File: src/rtl/serctl_pkg.sv
package serctl_pkg;
  localparam int SEL_W = 3;

  typedef enum logic [SEL_W-1:0] {
    RB_PINS   = 3'd0,
    RB_PORTS  = 3'd1,
    RB_DIV_LO = 3'd2,
    RB_DIV_HI = 3'd3
  } rb_sel_e;
endpackage

File: src/rtl/serctl_sync.sv
module serctl_sync #(
  parameter int W      = 1,
  parameter int STAGES = 2
) (
  input  logic         clk,
  input  logic         rst,
  input  logic [W-1:0] d,
  output logic [W-1:0] q
);
  for (genvar b = 0; b < W; b++) begin : g_bit
    logic [STAGES-1:0] chain;
    always_ff @(posedge clk) begin
      if (rst) chain <= '0;
      else     chain <= {chain[STAGES-2:0], d[b]};
    end
    assign q[b] = chain[STAGES-1];
  end
endmodule

File: src/rtl/serctl_rx.sv
module serctl_rx #(
  parameter int FRAME_W = 24
) (
  input  logic               clk,
  input  logic               rst,
  input  logic               start,
  input  logic               sample,
  input  logic               bit_in,
  output logic [FRAME_W-1:0] frame,
  output logic               full
);
  localparam int CNT_W = $clog2(FRAME_W + 1);
  localparam logic [CNT_W-1:0] CNT_MAX = CNT_W'(FRAME_W);

  logic [CNT_W-1:0] cnt;

  always_ff @(posedge clk) begin
    if (rst) begin
      frame <= '0;
      cnt   <= '0;
    end else if (start) begin
      cnt   <= '0;
    end else if (sample) begin
      frame <= {frame[FRAME_W-2:0], bit_in};
      if (cnt != CNT_MAX) cnt <= cnt + 1'b1;
    end
  end

  assign full = (cnt == CNT_MAX);
endmodule

File: src/rtl/serctl_tx.sv
module serctl_tx #(
  parameter int RD_W = 8
) (
  input  logic            clk,
  input  logic            rst,
  input  logic            load,
  input  logic [RD_W-1:0] load_val,
  input  logic            shift,
  input  logic            clear,
  output logic            sdo
);
  logic [RD_W-1:0] sreg;

  always_ff @(posedge clk) begin
    if (rst || clear) sreg <= '0;
    else if (load)    sreg <= load_val;
    else if (shift)   sreg <= {sreg[RD_W-2:0], 1'b0};
  end

  assign sdo = sreg[RD_W-1];
endmodule

File: src/rtl/serctl_timebase.sv
module serctl_timebase #(
  parameter int HALF = 100
) (
  input  logic clk,
  input  logic rst,
  output logic level
);
  localparam int CW = (HALF > 1) ? $clog2(HALF) : 1;
  localparam logic [CW-1:0] LAST = CW'(HALF - 1);

  logic [CW-1:0] cnt;

  always_ff @(posedge clk) begin
    if (rst) begin
      cnt   <= '0;
      level <= 1'b1;
    end else if (cnt == LAST) begin
      cnt   <= '0;
      level <= ~level;
    end else begin
      cnt <= cnt + 1'b1;
    end
  end
endmodule

File: src/rtl/serctl_port.sv
module serctl_port
  import serctl_pkg::*;
#(
  parameter int N_PORT      = 4,
  parameter int N_IO        = 2,
  parameter int DIV_W       = 12,
  parameter int RD_W        = 8,
  parameter int SYNC_STAGES = 2,
  parameter int CLK_HZ      = 50_000_000,
  parameter int TB_HZ       = 8
) (
  input  logic              clk,
  input  logic              rst,
  input  logic              ce,
  input  logic              sclk,
  input  logic              sdi,
  output logic              sdo,
  input  logic [N_IO-1:0]   io_pin_in,
  output logic [N_PORT-1:0] port_drive_low,
  output logic [N_IO-1:0]   io_drive_low,
  output logic [DIV_W-1:0]  div_word
);
  localparam int FRAME_W = N_PORT + 2*N_IO + 1 + SEL_W + DIV_W;
  localparam int O_DIR   = N_PORT;
  localparam int O_DAT   = O_DIR + N_IO;
  localparam int O_TB    = O_DAT + N_IO;
  localparam int O_SEL   = O_TB + 1;
  localparam int O_DIV   = O_SEL + SEL_W;
  localparam int TB_HALF = CLK_HZ / (2 * TB_HZ);

  // synchronisers
  logic [N_IO+2:0] sync_q;
  logic ce_s, sclk_s, sdi_s;
  logic [N_IO-1:0] io_s;

  serctl_sync #(.W(N_IO+3), .STAGES(SYNC_STAGES)) u_sync (
    .clk(clk), .rst(rst),
    .d({ce, sclk, sdi, io_pin_in}),
    .q(sync_q)
  );
  assign {ce_s, sclk_s, sdi_s, io_s} = sync_q;

  // edge detection
  logic ce_d, sclk_d;
  always_ff @(posedge clk) begin
    if (rst) begin
      ce_d   <= 1'b0;
      sclk_d <= 1'b0;
    end else begin
      ce_d   <= ce_s;
      sclk_d <= sclk_s;
    end
  end

  logic ce_rise, ce_fall, sclk_rise, sclk_fall;
  assign ce_rise   = ce_s & ~ce_d;
  assign ce_fall   = ~ce_s & ce_d;
  assign sclk_rise = ce_s & ~ce_rise & sclk_s & ~sclk_d;
  assign sclk_fall = ce_s & ~ce_rise & ~sclk_s & sclk_d;

  // receive path
  logic [FRAME_W-1:0] frame;
  logic frame_full;

  serctl_rx #(.FRAME_W(FRAME_W)) u_rx (
    .clk(clk), .rst(rst),
    .start(ce_rise), .sample(sclk_rise), .bit_in(sdi_s),
    .frame(frame), .full(frame_full)
  );

  logic commit;
  assign commit = ce_fall & frame_full;

  // control registers
  logic [N_PORT-1:0] port_q;
  logic [N_IO-1:0]   dir_q;
  logic              tb_en_q;
  logic [SEL_W-1:0]  sel_q;
  logic [DIV_W-1:0]  div_q;

  always_ff @(posedge clk) begin
    if (rst) begin
      port_q  <= '0;
      dir_q   <= '0;
      tb_en_q <= 1'b0;
      sel_q   <= '0;
      div_q   <= '0;
    end else if (commit) begin
      port_q  <= frame[0 +: N_PORT];
      dir_q   <= frame[O_DIR +: N_IO];
      tb_en_q <= frame[O_TB];
      sel_q   <= frame[O_SEL +: SEL_W];
      div_q   <= frame[O_DIV +: DIV_W];
    end
  end

  // time base and pin outputs
  logic tb_level;
  serctl_timebase #(.HALF(TB_HALF)) u_tb (
    .clk(clk), .rst(rst), .level(tb_level)
  );

  logic [N_PORT-1:0] port_nxt;
  logic              tb_nxt;
  logic [N_PORT-1:0] port_out_q;
  logic [N_IO-1:0]   io_out_q;

  assign port_nxt = commit ? frame[0 +: N_PORT] : port_q;
  assign tb_nxt   = commit ? frame[O_TB] : tb_en_q;

  always_ff @(posedge clk) begin
    if (rst) begin
      port_out_q <= '0;
      io_out_q   <= '0;
    end else begin
      port_out_q <= {port_nxt[N_PORT-1:1], tb_nxt ? ~tb_level : port_nxt[0]};
      if (commit)
        io_out_q <= frame[O_DIR +: N_IO] & frame[O_DAT +: N_IO];
    end
  end

  assign port_drive_low = port_out_q;
  assign io_drive_low   = io_out_q;
  assign div_word       = div_q;

  // readback path
  logic [RD_W-1:0] rb_word;
  always_comb begin
    case (rb_sel_e'(sel_q))
      RB_PINS:   rb_word = RD_W'(io_s & ~dir_q);
      RB_PORTS:  rb_word = RD_W'(port_q);
      RB_DIV_LO: rb_word = div_q[RD_W-1:0];
      RB_DIV_HI: rb_word = RD_W'(div_q >> RD_W);
      default:   rb_word = '0;
    endcase
  end

  serctl_tx #(.RD_W(RD_W)) u_tx (
    .clk(clk), .rst(rst),
    .load(ce_rise), .load_val(rb_word),
    .shift(sclk_fall), .clear(ce_fall),
    .sdo(sdo)
  );
endmodule

File: config.mk
export PLATFORM = sky130hd
export DESIGN_NAME = serctl_port
export DESIGN_NICKNAME = d
export VERILOG_FILES = /design/src/rtl/serctl_pkg.sv /design/src/rtl/serctl_sync.sv /design/src/rtl/serctl_rx.sv /design/src/rtl/serctl_tx.sv /design/src/rtl/serctl_timebase.sv /design/src/rtl/serctl_port.sv
export SDC_FILE = /design/constraint.sdc
export NUM_CORES = 1
export LEC_CHECK = 0
export ABC_AREA = 1
export CORE_MARGIN = 4
export CORE_UTILIZATION = 58
export CTS_CLUSTER_DIAMETER = 120
export DETAILED_ROUTE_END_ITERATION = 10
export PLACE_DENSITY = 0.8
export REMOVE_ABC_BUFFERS = 1
export SETUP_SLACK_MARGIN = 0.05
export SYNTH_ARGS = -nofsm -noshare
export SYNTH_HDL_FRONTEND = slang
export SYNTH_SLANG_ARGS = --single-unit
File: constraint.sdc
create_clock -name clk -period 2.1 [get_ports clk]
set_clock_uncertainty 0.2 [all_clocks]
set_input_delay 0.525 -clock clk [delete_from_list [all_inputs] [get_ports clk]]
set_output_delay 0.525 -clock clk [all_outputs]
set_load 0.1 [all_outputs]
==> results of run 1 <==
worst max-delay path: stages, from the launching register on:
cell and delay (ns):
sky130_fd_sc_hd__dfxtp_1 0.35, sky130_fd_sc_hd__inv_1 0.08, sky130_fd_sc_hd__ha_1 0.14, sky130_fd_sc_hd__nand2_1 0.08
sky130_fd_sc_hd__nor2_4 0.20, sky130_fd_sc_hd__nand2_4 0.12, sky130_fd_sc_hd__inv_2 0.29, sky130_fd_sc_hd__nand3_1 0.11
sky130_fd_sc_hd__a21oi_1 0.15
logic make-up after synthesis:
| group | after synthesis | share of synthesized area |
|---|---|---|
| simple gates | 284 | 0.3029 |
| buf+inv | 71 | 0.07656 |
| xor+xnor | 10 | 0.02144 |
| flops | 97 | 0.4753 |
| compound gates | 93 | 0.1145 |
| fa+ha+maj | 3 | 0.009189 |
layer usage:
layer  vias up  track usage
met5         -            0
met4         0      0.08663
met3        15      0.02625
met2        87       0.3631
met1      1630       0.2538
li1       1811            -
flip-flops by register name, indices dropped and copies added, names as in the netlist:
| name | flops |
|---|---|
| u_tx.sreg | 8 |
| port_drive_low | 1 |
| sclk_d | 1 |
| u_tb.cnt | 22 |
| sel_q | 3 |
| ce_d | 1 |
| div_word | 12 |
| u_rx.cnt | 5 |
| port_q | 4 |
| dir_q | 2 |
| u_tb.level | 1 |
| io_drive_low | 2 |
| tb_en_q | 1 |
| u_rx.frame | 24 |
| u_sync.g_bit.chain | 10 |
worst min path at each step:
stage,start,end,slack [ns],depth (start not counted)
finish,u_sync.g_bit[2].chain[0]$_SDFF_PP0_,u_sync.g_bit[2].chain[1]$_SDFF_PP0_,0.21,2
global route,u_sync.g_bit[2].chain[0]$_SDFF_PP0_,u_sync.g_bit[2].chain[1]$_SDFF_PP0_,0.22,2
CTS,u_sync.g_bit[2].chain[0]$_SDFF_PP0_,u_sync.g_bit[2].chain[1]$_SDFF_PP0_,0.21,2
detailed placement,u_sync.g_bit[2].chain[0]$_SDFF_PP0_,u_sync.g_bit[2].chain[1]$_SDFF_PP0_,0.20,2
global placement,u_sync.g_bit[4].chain[0]$_SDFF_PP0_,u_sync.g_bit[4].chain[1]$_SDFF_PP0_,0.19,2
floorplan,u_sync.g_bit[0].chain[0]$_SDFF_PP0_,u_sync.g_bit[0].chain[1]$_SDFF_PP0_,0.19,2
cell usage after synthesis (3+ instances only):
master                     count  area, um^2
sky130_fd_sc_hd__inv_1        40       150.1
sky130_fd_sc_hd__xor2_1        4       35.03
sky130_fd_sc_hd__nand2_2       4       25.02
sky130_fd_sc_hd__a21oi_1      29       145.1
sky130_fd_sc_hd__dfxtp_1      97        1942
sky130_fd_sc_hd__clkbuf_1      6       22.52
sky130_fd_sc_hd__buf_6         3       33.78
sky130_fd_sc_hd__ha_1          3       37.54
sky130_fd_sc_hd__o21ai_1      11       55.05
sky130_fd_sc_hd__xnor2_1       6       52.55
sky130_fd_sc_hd__nor2_1      135       506.7
sky130_fd_sc_hd__o21ai_0      52       260.3
sky130_fd_sc_hd__nand3_1      28       140.1
sky130_fd_sc_hd__nor2_4        6       67.56
sky130_fd_sc_hd__nor2_2        5       31.28
sky130_fd_sc_hd__buf_4         4       30.03
sky130_fd_sc_hd__buf_2         7       35.03
sky130_fd_sc_hd__inv_2         9       33.78
sky130_fd_sc_hd__nand4_1       9       56.30
sky130_fd_sc_hd__nand2_1      88       330.3
metrics by stage:
stage / utilization / hold WS (ns)
finish: 0.7005 / 0.2075
global route: 0.7005 / 0.2187
CTS: 0.7005 / 0.2097
detailed placement: 0.6742 / 0.1965
global placement: 0.6742 / 0.1915
floorplan: - / 0.1883
final cells by class:
| cell class | instances | area (um^2) | share of cell area |
|---|---|---|---|
| Tap cell | 96 | 120.1 | 0.02510 |
| Clock buffer | 11 | 151.4 | 0.03163 |
| Timing Repair Buffer | 33 | 525.5 | 0.1098 |
| Multi-Input combinational cell | 390 | 1831 | 0.3825 |
| Sequential cell | 97 | 1942 | 0.4058 |
| Clock inverter | 4 | 28.78 | 0.006013 |
| Inverter | 50 | 187.7 | 0.03922 |
power breakdown:
group | total, mW | internal [mW] | switching [mW]
clock | 1.11 | 0.489 | 0.618
combinational | 0.129 | 0.0516 | 0.0774
sequential | 1.87 | 1.86 | 0.0123
==> summary by stage, run 1 <==
Timing
Setup repair after global routing left no endpoint under its margin. Setup violations remaining at the end of the flow were counted as 0. After routing, the total negative slack on setup checks comes to 0 ns. The normalized max-slew margin is 0.7322. Static timing analysis puts the maximum clock frequency at 556.5 MHz. The post-route worst setup slack is 0.3030 ns. For the pin with the worst max-slew slack, the measured transition is 0.4012 ns. The number of failing hold endpoints at the final stage was 0. Of the available clock period, the critical path in the final layout requires 0.8557.

The number of pins exceeding their max-slew limit in the final report is 0. The clock period minus worst slack is 1.797 ns.

Route
After detailed routing, the met2 layer carries 4130 um of wire. The first TritonRoute pass finished after 5 iterations. The highest metal layer carrying signal wires in the routed design is met4. The met1 routed wirelength after detailed routing is 3812 um. The detail route stage leaves a number of antenna-violating nets equal to 0. The final routed wirelength across all metal layers is 8418 um. After detailed routing, the number of remaining DRC violations is 0. The total via count in the routed design is 3543. The wire length on met3 is 307 um.

The routed wirelength normalized by instance count is 12.36 um. The number of vias per cell after detailed routing is 5.203. After the first detailed-routing iteration, the DRC count stood at 126.

Min path
The path class of the lowest-slack min-delay path is flop to flop.

Synthesis
The synthesized design contains 0 enable-type register cells. The count of distinct cell types in the synthesized netlist is 30. The synthesized area per cell is 7.321 um^2. During synthesis, Yosys emitted a total of 0 warnings. The fraction of synthesis flops using an asynchronous set or reset pin is 0.

The post-synthesis register bit count is 97. Among all flip-flop cells after synthesis, the most frequent one is sky130_fd_sc_hd__dfxtp_1. The sequential fraction of the synthesis area is 0.4753. The mapped cell area is 0.004085 mm^2. The cell count after synthesis came out at 558.

Floorplan
The number of standard-cell rows in the floorplan is 30. In this run the count of I/O pins placed on the die edge is 26. The core region area is 0.006832 mm^2. The initial utilization of the core area, before any placement, comes to 0.5980.

The die outline height is 91.93 um. The die span in x is 91.93 um. The die covers 0.008450 mm^2.

Cells and area
The count of fill cells added during filler insertion is 579. The repair_antennas step left the layout with diodes totalling 0. The library cells used most frequently in the layout, excluding fill and tap cells, are sky130_fd_sc_hd__nor2_1, sky130_fd_sc_hd__dfxtp_1, sky130_fd_sc_hd__nand2_1, sky130_fd_sc_hd__o21ai_0, sky130_fd_sc_hd__inv_1. Excluding fillers, the count of instances in the completed layout stands at 681.

The final net count is 591. The area growth from synthesis to layout is 17.15%. Leaving out fill and tap cells, the most frequent cell in the layout is sky130_fd_sc_hd__nor2_1.

The summed area of non-filler cells in the final layout is 0.004786 mm^2. In the final layout, the share of cells above drive strength 1 is 0.1197.

Clock tree
The number of buffers inserted during clock tree synthesis is 9. The register clock-pin slew on the reported worst setup and hold paths is 0.09 ns. The clock tree synthesis step divided the H-tree into 3 levels.

The number of cells upsized or downsized after cts is 0. The number of buffers between clock root and the deepest sink is 2. TritonCTS built the clock tree. Buffers inserted to repair hold after CTS numbered 0. The count of buffers added by post-CTS timing repair for setup is 0. The root buffer cell chosen for the clock tree is sky130_fd_sc_hd__clkbuf_8. At the later pin of the worst-skew pair, clock insertion delay measures 0.36 ns.

The tree built by TritonCTS fans out to 97 sinks.

Critical path
The number of cells on the worst reg-to-reg path is 8. STA classifies the critical path startpoint as a flop. Along the worst path, the maximum fanout reaches 20. In this run the register-to-register setup slack is 0.30 ns. The data arrival time at the worst-slack endpoint is 1.89 ns. The type of the worst setup path is flop to flop.

The worst setup path is captured at a flop. In this run the critical register-to-register path is launched from u_rx.cnt[0]$_SDFFE_PP0P_. Data on the critical path is required at its endpoint by 2.19 ns.

The critical path ends at io_drive_low[1]$_SDFFE_PP0N_. In this run the critical register-to-register path is captured at io_drive_low[1]$_SDFFE_PP0N_. The worst setup path startpoint is u_rx.cnt[0]$_SDFFE_PP0P_.

Placed design
The cell area reported after detailed placement is 0.004606 mm^2. OpenSTA, run right after detailed placement, puts the worst setup slack at 0.07607 ns. The total placed cells including tap cells is 666. The final HPWL from detailed placement is 6138 um. The final weighted congestion of routability-driven global placement is 0.9141. The count of port buffers added during placement is 25.

Power
The worst-case IR drop observed on VDD is 0.4081 mV. The completed layout was analyzed and its total power is 3.107 mW. Power spread over the standard cell area amounts to 649.3 mW/mm^2. For this design the static power due to leakage is 1.779 nW.

Global routing
The pin count of the biggest net entering global routing is 45. The number of antenna violations at the first check in global routing is 0. In the global route stage, overall resource usage came out at 0.2065. The via count of the first global-routing pass is 3232. Global routing finished with a remaining overflow of 0. The first global-routing pass estimated 14260 um of wire.

Status
The run finished with clean final reports.

Flow run
The count of maximum capacitance violations is 0.
No activity file was read; power rests on OpenSTA's default activity.
==> run 2: changes to the inputs <==
--- a/constraint.sdc
+++ b/constraint.sdc
@@ -4,2 +4,2 @@
 set_output_delay 0.525 -clock clk [all_outputs]
-set_load 0.1 [all_outputs]
+set_load 0.01 [all_outputs]
==> run 2 against run 1 <==
Combinational power shrank 5%. Via count increased by 0.34%. Utilization fell by 2.1 points. Clock-buffer cell count shrank 2. Wire length shrank 0.31%. Worst setup slack got worse by 0.21 ns. Die area unchanged. Sequential power is essentially flat. Register-to-register slack about the same. Clock power increased by 4%. Total power rose by 1.1%.
==> summary by stage, run 2 (synthesis results as in run 1) <==
Timing
The normalized max-slew margin is 0.7288 (-0.003371). The number of pins exceeding their max-slew limit in the final report is 0 (unchanged). The number of failing hold endpoints at the final stage came to 0 (unchanged). The fmax is 498.7 MHz (-10%). The total negative slack for setup checks came to 0 ns (unchanged). The clock period minus worst slack came to 2.005 ns (+0.2083 ns). The transition time at the pin with the least slew margin was 0.4062 ns (+0.005012 ns). The total of endpoints with negative setup slack in the final report is 0 (unchanged). Setup repair after global routing left no endpoint under its margin. The post-route fraction of the period consumed by the critical path is 0.9549 (+0.09918).

Placed design
The total placed cells including tap cells is 668 (+0.30%). The final weighted congestion of routability-driven global placement was 0.8955 (-2.0%). The final HPWL from detailed placement is 5940 um (-3.2%). The cell area reported after detailed placement is 0.004431 mm^2 (-3.8%). The count of port buffers added during placement is 25 (unchanged).

Flow run
The count of maximum capacitance violations is 0 (unchanged).

Cells and area
The summed area of non-filler cells in the final layout is 0.004639 mm^2 (-3.1%). Compared with the post-synthesis result, the final layout area differs by 13.57%. The final design utilization is 0.6791 (-0.02143). The filler-free cell count of the finished design is 684 (+0.44%). The ratio of cells with drive above 1 in the final layout was 0.09864 (-0.02102). In the layout the commonest cells are sky130_fd_sc_hd__nor2_1, sky130_fd_sc_hd__dfxtp_1, sky130_fd_sc_hd__nand2_1, sky130_fd_sc_hd__o21ai_0, sky130_fd_sc_hd__inv_1. The final net count is 593 (+0.34%).

The flip-flop count of the largest register after layout is 24 (unchanged). The final antenna diode count was 0 (unchanged). The most frequent standard cell in the layout excluding fill and tap cells is sky130_fd_sc_hd__nor2_1. The register name with the most flops is u_rx.frame.

Critical path
The required arrival time at the worst endpoint is 1.37 ns (-0.82 ns). The slack of the worst reg-to-reg path is 0.30 ns (about the same). The maximum fanout along the worst path came to 3 (-85%). The data arrival time at the worst-slack endpoint is 1.28 ns (-0.61 ns).

The number of buffer and inverter instances along the worst setup path was 1 (-1). The element type at the critical path start is a flop. The master of the slowest instance on the critical path is sky130_fd_sc_hd__clkdlybuf4s50_1. Traced cell by cell, the critical path runs through clkdlybuf4s50_1. The type of the worst setup path is flop to primary output. In this design, the largest share of critical-path delay is due to buffers and inverters. The longest individual stage delay on the worst path is 0.55 ns (+0.20 ns). The type of element capturing the critical path is a primary output.

Floorplan
The die span in x is 91.93 um (unchanged). The core region area is 0.006832 mm^2 (unchanged). The number of top-level design ports is 26 (unchanged). The initial cell density of the core is 0.5980 (unchanged). The die outline height is 91.93 um (unchanged). The floorplan die area is 0.008450 mm^2 (unchanged). The number of standard-cell rows in the floorplan came to 30 (unchanged).

Power
The power per unit of standard cell area is 677.1 mW/mm^2 (+4.3%). The share of power burned in the clock network is 0.365 (+0.009). The part of the power in combinational logic is 0.039 (-0.003). The sequential fraction of design power is 0.596 (-0.006).

The worst supply voltage drop on vdd came to 0.4385 mV (+7.5%). The overall power is 3.141 mW (+1.1%). The leakage power of the design was 1.851 nW (+4.1%). The internal power component was 2.365 mW (-1.5%).

The reported net switching power is 776.6 uW (+9.7%). The switching share of power is 0.2472 (+0.01948).

Route
The final routed wirelength across all metal layers is 8392 um (-0.31%). The total via count in the routed design was 3555 (+0.34%). The detailed router's first-iteration violation count is 219 (+74%). The post-route DRC violation count was 0 (unchanged). The detailed-routing iteration count for the pre-antenna-repair pass came to 4 (-1).

The remaining antenna violation count is 0 (unchanged). The routed wirelength normalized by instance count was 12.27 um (-0.75%). The number of vias per cell after detailed routing was 5.197 (-0.10%).

Global routing
The global-route wire length before repair is 14240 um (-0.15%). The pin count of the biggest net entering global routing is 37 (-18%). The overflow left after global routing is 0 (unchanged). The number of antenna violations at the first check in global routing is 0 (unchanged). The via count of the first global-routing pass is 3307 (+2.3%). The total track usage came to 0.2077 (+0.001275).

Clock tree
The clock latency reported for the late side of the worst-skew pair is 0.37 ns (about the same). The library cell used as clock root buffer is sky130_fd_sc_hd__clkbuf_8. The count of buffers added by post-CTS timing repair for setup is 0 (unchanged). The number of buffers added to fix hold violations after cts is 0 (unchanged). The register clock-pin slew on the reported worst setup and hold paths was 0.11 ns (+0.02 ns).

The number of buffers inserted during clock tree synthesis came to 9 (unchanged). The deepest level of the CTS H-tree is 3 (unchanged). The TritonCTS sink count is 97 (unchanged).

The CTS tree is yes. The number of buffers between clock root and the deepest sink is 2 (unchanged).

Min path
The path class of the tightest hold or removal check is flop to flop.

Status
The flow ran to the end, and the final reports show no timing, DRC or antenna violations.
==> run 2: cell count changes in the layout (fill, tap and decap cells not counted) <==
cell                              before  now
sky130_fd_sc_hd__dfxtp_1              97   93
sky130_fd_sc_hd__dlygate4sd2_1         0    2
sky130_fd_sc_hd__inv_6                 0    2
sky130_fd_sc_hd__clkinv_4              1    3
sky130_fd_sc_hd__clkinv_8              0    1
sky130_fd_sc_hd__buf_4                 6    8
sky130_fd_sc_hd__clkinvlp_4            2    0
sky130_fd_sc_hd__clkdlybuf4s50_1       6   16
sky130_fd_sc_hd__clkbuf_8             11    9
sky130_fd_sc_hd__dfxtp_2               0    4
sky130_fd_sc_hd__buf_12               21    2
sky130_fd_sc_hd__dlymetal6s2s_1        0    7
==> run 2: area by class of cell <==
cell class                 count  area (um^2)
tap                           96        120.1
clock buffer                   9        123.9
timing repair buffer          35        365.4
sequential                    97         1947
fill                         605         2192
inverter                      50        187.7
multi-input combinational    390         1831
clock inverter                 7        65.06
==> run 2: metal layers <==
metal / GRT usage / vias to the layer above / part of all wire
met5: 0 / - / 0
met4: 0.08416 / 0 / 0.023
met3: 0.05086 / 18 / 0.054
met1: 0.2506 / 1608 / 0.45
met2: 0.3540 / 106 / 0.47
li1: - / 1823 / -
==> run 2: path summary, 6_finish.rpt <==
path / startpoint / end / cells after the start
worst min-delay path: u_sync.g_bit[0].chain[0]$_SDFF_PP0_ / u_sync.g_bit[0].chain[1]$_SDFF_PP0_ / 2
worst max-delay path: div_word[6]$_SDFFE_PP0N_ / div_word[6] / 1
worst max register to register: u_rx.cnt[0]$_SDFFE_PP0P_ / io_drive_low[0]$_SDFFE_PP0N_ / 8
worst min register to register: u_sync.g_bit[0].chain[0]$_SDFF_PP0_ / u_sync.g_bit[0].chain[1]$_SDFF_PP0_ / 2
==> run 2: what timing repair did <==
action                     4_1_cts  5_1_grt
gates resized for setup          4        9
hold endpoints to repair         0        0
setup endpoints to repair        4        9
==> run 2: through the flow <==
step	hold WS, ns	worst slack, ns
finish	0.2027	0.09473
global route	0.2298	0.04858
CTS	0.2062	0.05406
detailed placement	0.1960	0.02507
global placement	0.1932	0.04397
floorplan	0.1883	0.1028
==> run 2: power groups by stage <==
stage / clock [mW] / combinational (mW) / sequential, mW
6_report: 1.15 / 0.123 / 1.87
5_1_grt: 1.25 / 0.141 / 1.87
4_1_cts: 1.16 / 0.123 / 1.87
3_5_place_dp: 0 / 0.121 / 1.91
3_3_place_gp: 0 / 0.118 / 1.91
2_1_floorplan: 0 / 0.0675 / 1.91
==> run 3: changes to the inputs <==
Settings changed: CORE_UTILIZATION 58 to 53, PLACE_DENSITY 0.8 to 0.77.
Clock period 2.1 ns to 1.7 ns, I/O delays scaled along.
==> run 3 against run 2 <==
Worst setup slack got worse by 0.090 ns. Die area up 8.6%. First-iteration DRC count up 2.7%. Worst hold slack improved by 0.0064 ns. Non-clock buffer count increased by 17. Sequential share of layout area decreased by 2.7 points. Flip-flop and latch count unchanged. Cell count is 2.9% higher. Clock-buffer cell count increased by 2. Via count is 4.0% higher.
==> summary by stage, run 3 (synthesis results as in run 1) <==
Status
The flow ran to the end, and the final reports show no timing, DRC or antenna violations.

Floorplan
The number of top-level design ports was 26 (unchanged). The number of standard-cell rows in the floorplan is 31 (+3.3%). The floorplan die area came to 0.009177 mm^2 (+8.6%). The core region area came to 0.007370 mm^2 (+7.9%). The die outline height was 95.80 um (+4.2%). The initial cell density of the core was 0.5543 (-0.04366). The die span in x came to 95.80 um (+4.2%).

Critical path
The master of the slowest instance on the critical path is sky130_fd_sc_hd__dfxtp_2. The longest individual stage delay on the worst path is 0.34 ns (-0.21 ns). The data arrival time at the worst-slack endpoint is 1.76 ns (+0.48 ns). The required arrival time at the worst endpoint came to 1.77 ns (+0.40 ns). The critical path is of the flop to flop type. The slack of the worst reg-to-reg path is 0.005 ns (-0.29 ns). The logic depth of the worst register-to-register path is 8 (unchanged). STA classifies the critical path endpoint as a flop. The source of the worst register-to-register timing path is u_rx.cnt[1]$_SDFFE_PP0P_. The worst register-to-register path ends at div_word[6]$_SDFFE_PP0N_. The worst setup path is launched from a flop. The maximum fanout along the worst path is 8 (+5). Traced cell by cell, the critical path runs through inv_2 > ha_4 > nand2_4 > nor2_4 > nand2_8 > clkbuf_16 > o21ai_2 > nor2_1.

Placed design
The final weighted congestion of routability-driven global placement is 0.8969 (+0.16%). The final HPWL from detailed placement was 6242 um (+5.1%). The count of port buffers added during placement is 25 (unchanged).

Min path
The startpoint identified for the worst hold timing path is u_sync.g_bit[2].chain[0]$_SDFF_PP0_. The tightest min-delay check is of the flop to flop type. The hold-critical path endpoint is u_sync.g_bit[2].chain[1]$_SDFF_PP0_. The count of cells along the worst hold path is 2 (unchanged).

Clock tree
The number of buffers added to fix hold violations after cts is 0 (unchanged). The number of buffers inserted during clock tree synthesis is 9 (unchanged). The clock latency reported for the late side of the worst-skew pair is 0.36 ns (about the same). The number of buffers between clock root and the deepest sink is 2 (unchanged). The register clock-pin slew on the reported worst setup and hold paths came to 0.10 ns (about the same). The deepest level of the CTS H-tree is 3 (unchanged). TritonCTS built the clock tree. The library cell used as clock root buffer is sky130_fd_sc_hd__clkbuf_8.

The TritonCTS sink count is 97 (unchanged).

Timing
The normalized max-slew margin is 0.7706 (+0.04184). The total of endpoints with negative setup slack in the final report is 0 (unchanged). Setup repair after global routing could not meet its margin everywhere. The number of failing hold endpoints at the final stage was 0 (unchanged).

The fmax is 590.0 MHz. The clock period minus worst slack is 1.695 ns. The transition time at the pin with the least slew margin is 0.3437 ns (-0.06254 ns).

Dividing the final minimum period by the clock period gives 0.9970. The number of pins exceeding their max-slew limit in the final report is 0 (unchanged). The total negative slack for setup checks is 0 ns (unchanged).

Flow run
The count of maximum capacitance violations was 0 (unchanged).

Cells and area
The area growth from synthesis to layout is 22.51%. The final antenna diode count is 0 (unchanged). The register area was 0.001963 mm^2 (+0.84%). The flip-flop count of the largest register after layout is 24 (unchanged). The final design utilization is 0.6791 (about the same). The most frequent standard cell in the layout excluding fill and tap cells is sky130_fd_sc_hd__nor2_1. Leaving out fill and tap cells, the most frequent cells in the layout are sky130_fd_sc_hd__nor2_1, sky130_fd_sc_hd__nand2_1, sky130_fd_sc_hd__dfxtp_1, sky130_fd_sc_hd__o21ai_0, sky130_fd_sc_hd__inv_1.

Counting flops per register, the top entry is u_rx.frame. The count of fill cells added during filler insertion is 626 (+3.5%). The final net count was 610 (+2.9%). The ratio of cells with drive above 1 in the final layout is 0.1950 (+0.09640). The footprint of the multi-input gates is 0.001992 mm^2 (+8.8%).

Power
The switching share of power is 0.2292 (-0.01797). The part of the power in combinational logic came to 0.043 (+0.004). The sequential fraction of design power is 0.575 (-0.021). The share of power burned in the clock network is 0.383 (+0.018). The internal power component came to 3.105 mW (+31%). The reported net switching power is 923.6 uW (+19%).

The overall power was 4.029 mW (+28%). The worst supply voltage drop on vdd is 0.5826 mV (+33%). The power per unit of standard cell area is 805.0 mW/mm^2 (+19%). The leakage power of the design came to 1.907 nW (+3.0%).

Route
The routed wirelength normalized by instance count is 13.14 um (+7.1%). The detailed router's first-iteration violation count was 225 (+2.7%). The number of vias per cell after detailed routing came to 5.251 (+1.0%).

The post-route DRC violation count is 0 (unchanged). The final routed wirelength across all metal layers is 9250 um (+10%). The total via count in the routed design is 3697 (+4.0%).

The detailed-routing iteration count for the pre-antenna-repair pass was 6 (+2). The remaining antenna violation count is 0 (unchanged).

Global routing
The global-route wire length before repair is 14720 um (+3.3%). The number of antenna violations at the first check in global routing is 0 (unchanged). The pin count of the biggest net entering global routing is 24 (-35%). The total track usage is 0.2044 (-0.003352). The overflow left after global routing is 0 (unchanged). The via count of the first global-routing pass is 3366 (+1.8%).
[run 3: cell count changes in the layout (fill, tap and decap cells not counted), sizes merged]
cell           previous run  this run
buf                      10        24
clkbuf                    9        20
clkdlybuf4s15             0        11
clkdlybuf4s50            16         6
dlymetal6s2s              7         0
clkinv                    6         2
bufinv                    0         1
clkinvlp                  0         1
[run 3: through the flow]
step / area [um^2] / setup slack (ns) / hold WS [ns] / instances
floorplan: 3960 / -0.1972 / 0.1883 / 537
global placement: 4534 / -0.1225 / 0.1913 / 681
detailed placement: 4534 / -0.1432 / 0.1989 / 681
CTS: 4721 / 0.01196 / 0.2125 / 697
global route: 5005 / -0.05807 / 0.2265 / 704
finish: 5005 / 0.005131 / 0.2091 / 704
[run 3: how the worst max path moves through the flow]
stage / start / endpoint / slack (ns) / cells after the start
floorplan: rst / u_tb.cnt[15]$_SDFF_PP0_ / -0.20 / 5
global placement: rst / u_rx.frame[4]$_SDFFE_PP0P_ / -0.12 / 5
detailed placement: rst / u_rx.frame[4]$_SDFFE_PP0P_ / -0.14 / 5
CTS: div_word[0]$_SDFFE_PP0N_ / div_word[0] / 0.01 / 1
global route: u_rx.cnt[1]$_SDFFE_PP0P_ / dir_q[1]$_SDFFE_PP0N_ / -0.06 / 9
finish: u_rx.cnt[1]$_SDFFE_PP0P_ / div_word[6]$_SDFFE_PP0N_ / 0.005 / 8
[run 3: timing repair]
item                                    in CTS  in global routing
resized for setup                           24                 81
pin swaps                                    1                 12
endpoints found under the setup margin      23                 63
buffers inserted                             0                  3
cloned                                       0                  4
[run 3: worst max-delay path: cells and delay by family, from the launching register on]
| kind | cells | cell delay, ns |
|---|---|---|
| buffers and inverters | 2 | 0.27 |
| DFF | 1 | 0.34 |
| and+or+nand+nor | 4 | 0.49 |
| adders and majority gates | 1 | 0.14 |
| AOI/OAI and AO/OA | 1 | 0.14 |
[run 3: cell type report]
| cell class | instances | share of cell area |
|---|---|---|
| Multi-Input combinational cell | 390 | 0.3980 |
| Sequential cell | 97 | 0.3922 |
| Timing Repair Buffer | 52 | 0.1052 |
| Inverter | 50 | 0.03900 |
| Clock buffer | 11 | 0.02825 |
| Tap cell | 99 | 0.02475 |
| Clock inverter | 5 | 0.01250 |
[run 3: routing by layer]
| metal | vias to the layer above | part of all wire | global-route usage |
|---|---|---|---|
| met2 | 107 | 0.50 | 0.3428 |
| li1 | 1864 | - | - |
| met3 | 27 | 0.050 | 0.04691 |
| met5 | - | 0 | 0 |
| met1 | 1699 | 0.42 | 0.2515 |
| met4 | 0 | 0.026 | 0.08649 |
[run 3: power groups by stage]
stage / logic, mW / registers (mW) / clock network, mW
after floorplan: 0.0834 / 2.36 / 0
after global placement: 0.151 / 2.36 / 0
after detailed placement: 0.156 / 2.36 / 0
after CTS: 0.157 / 2.31 / 1.57
after global routing: 0.192 / 2.32 / 1.68
final: 0.171 / 2.32 / 1.54
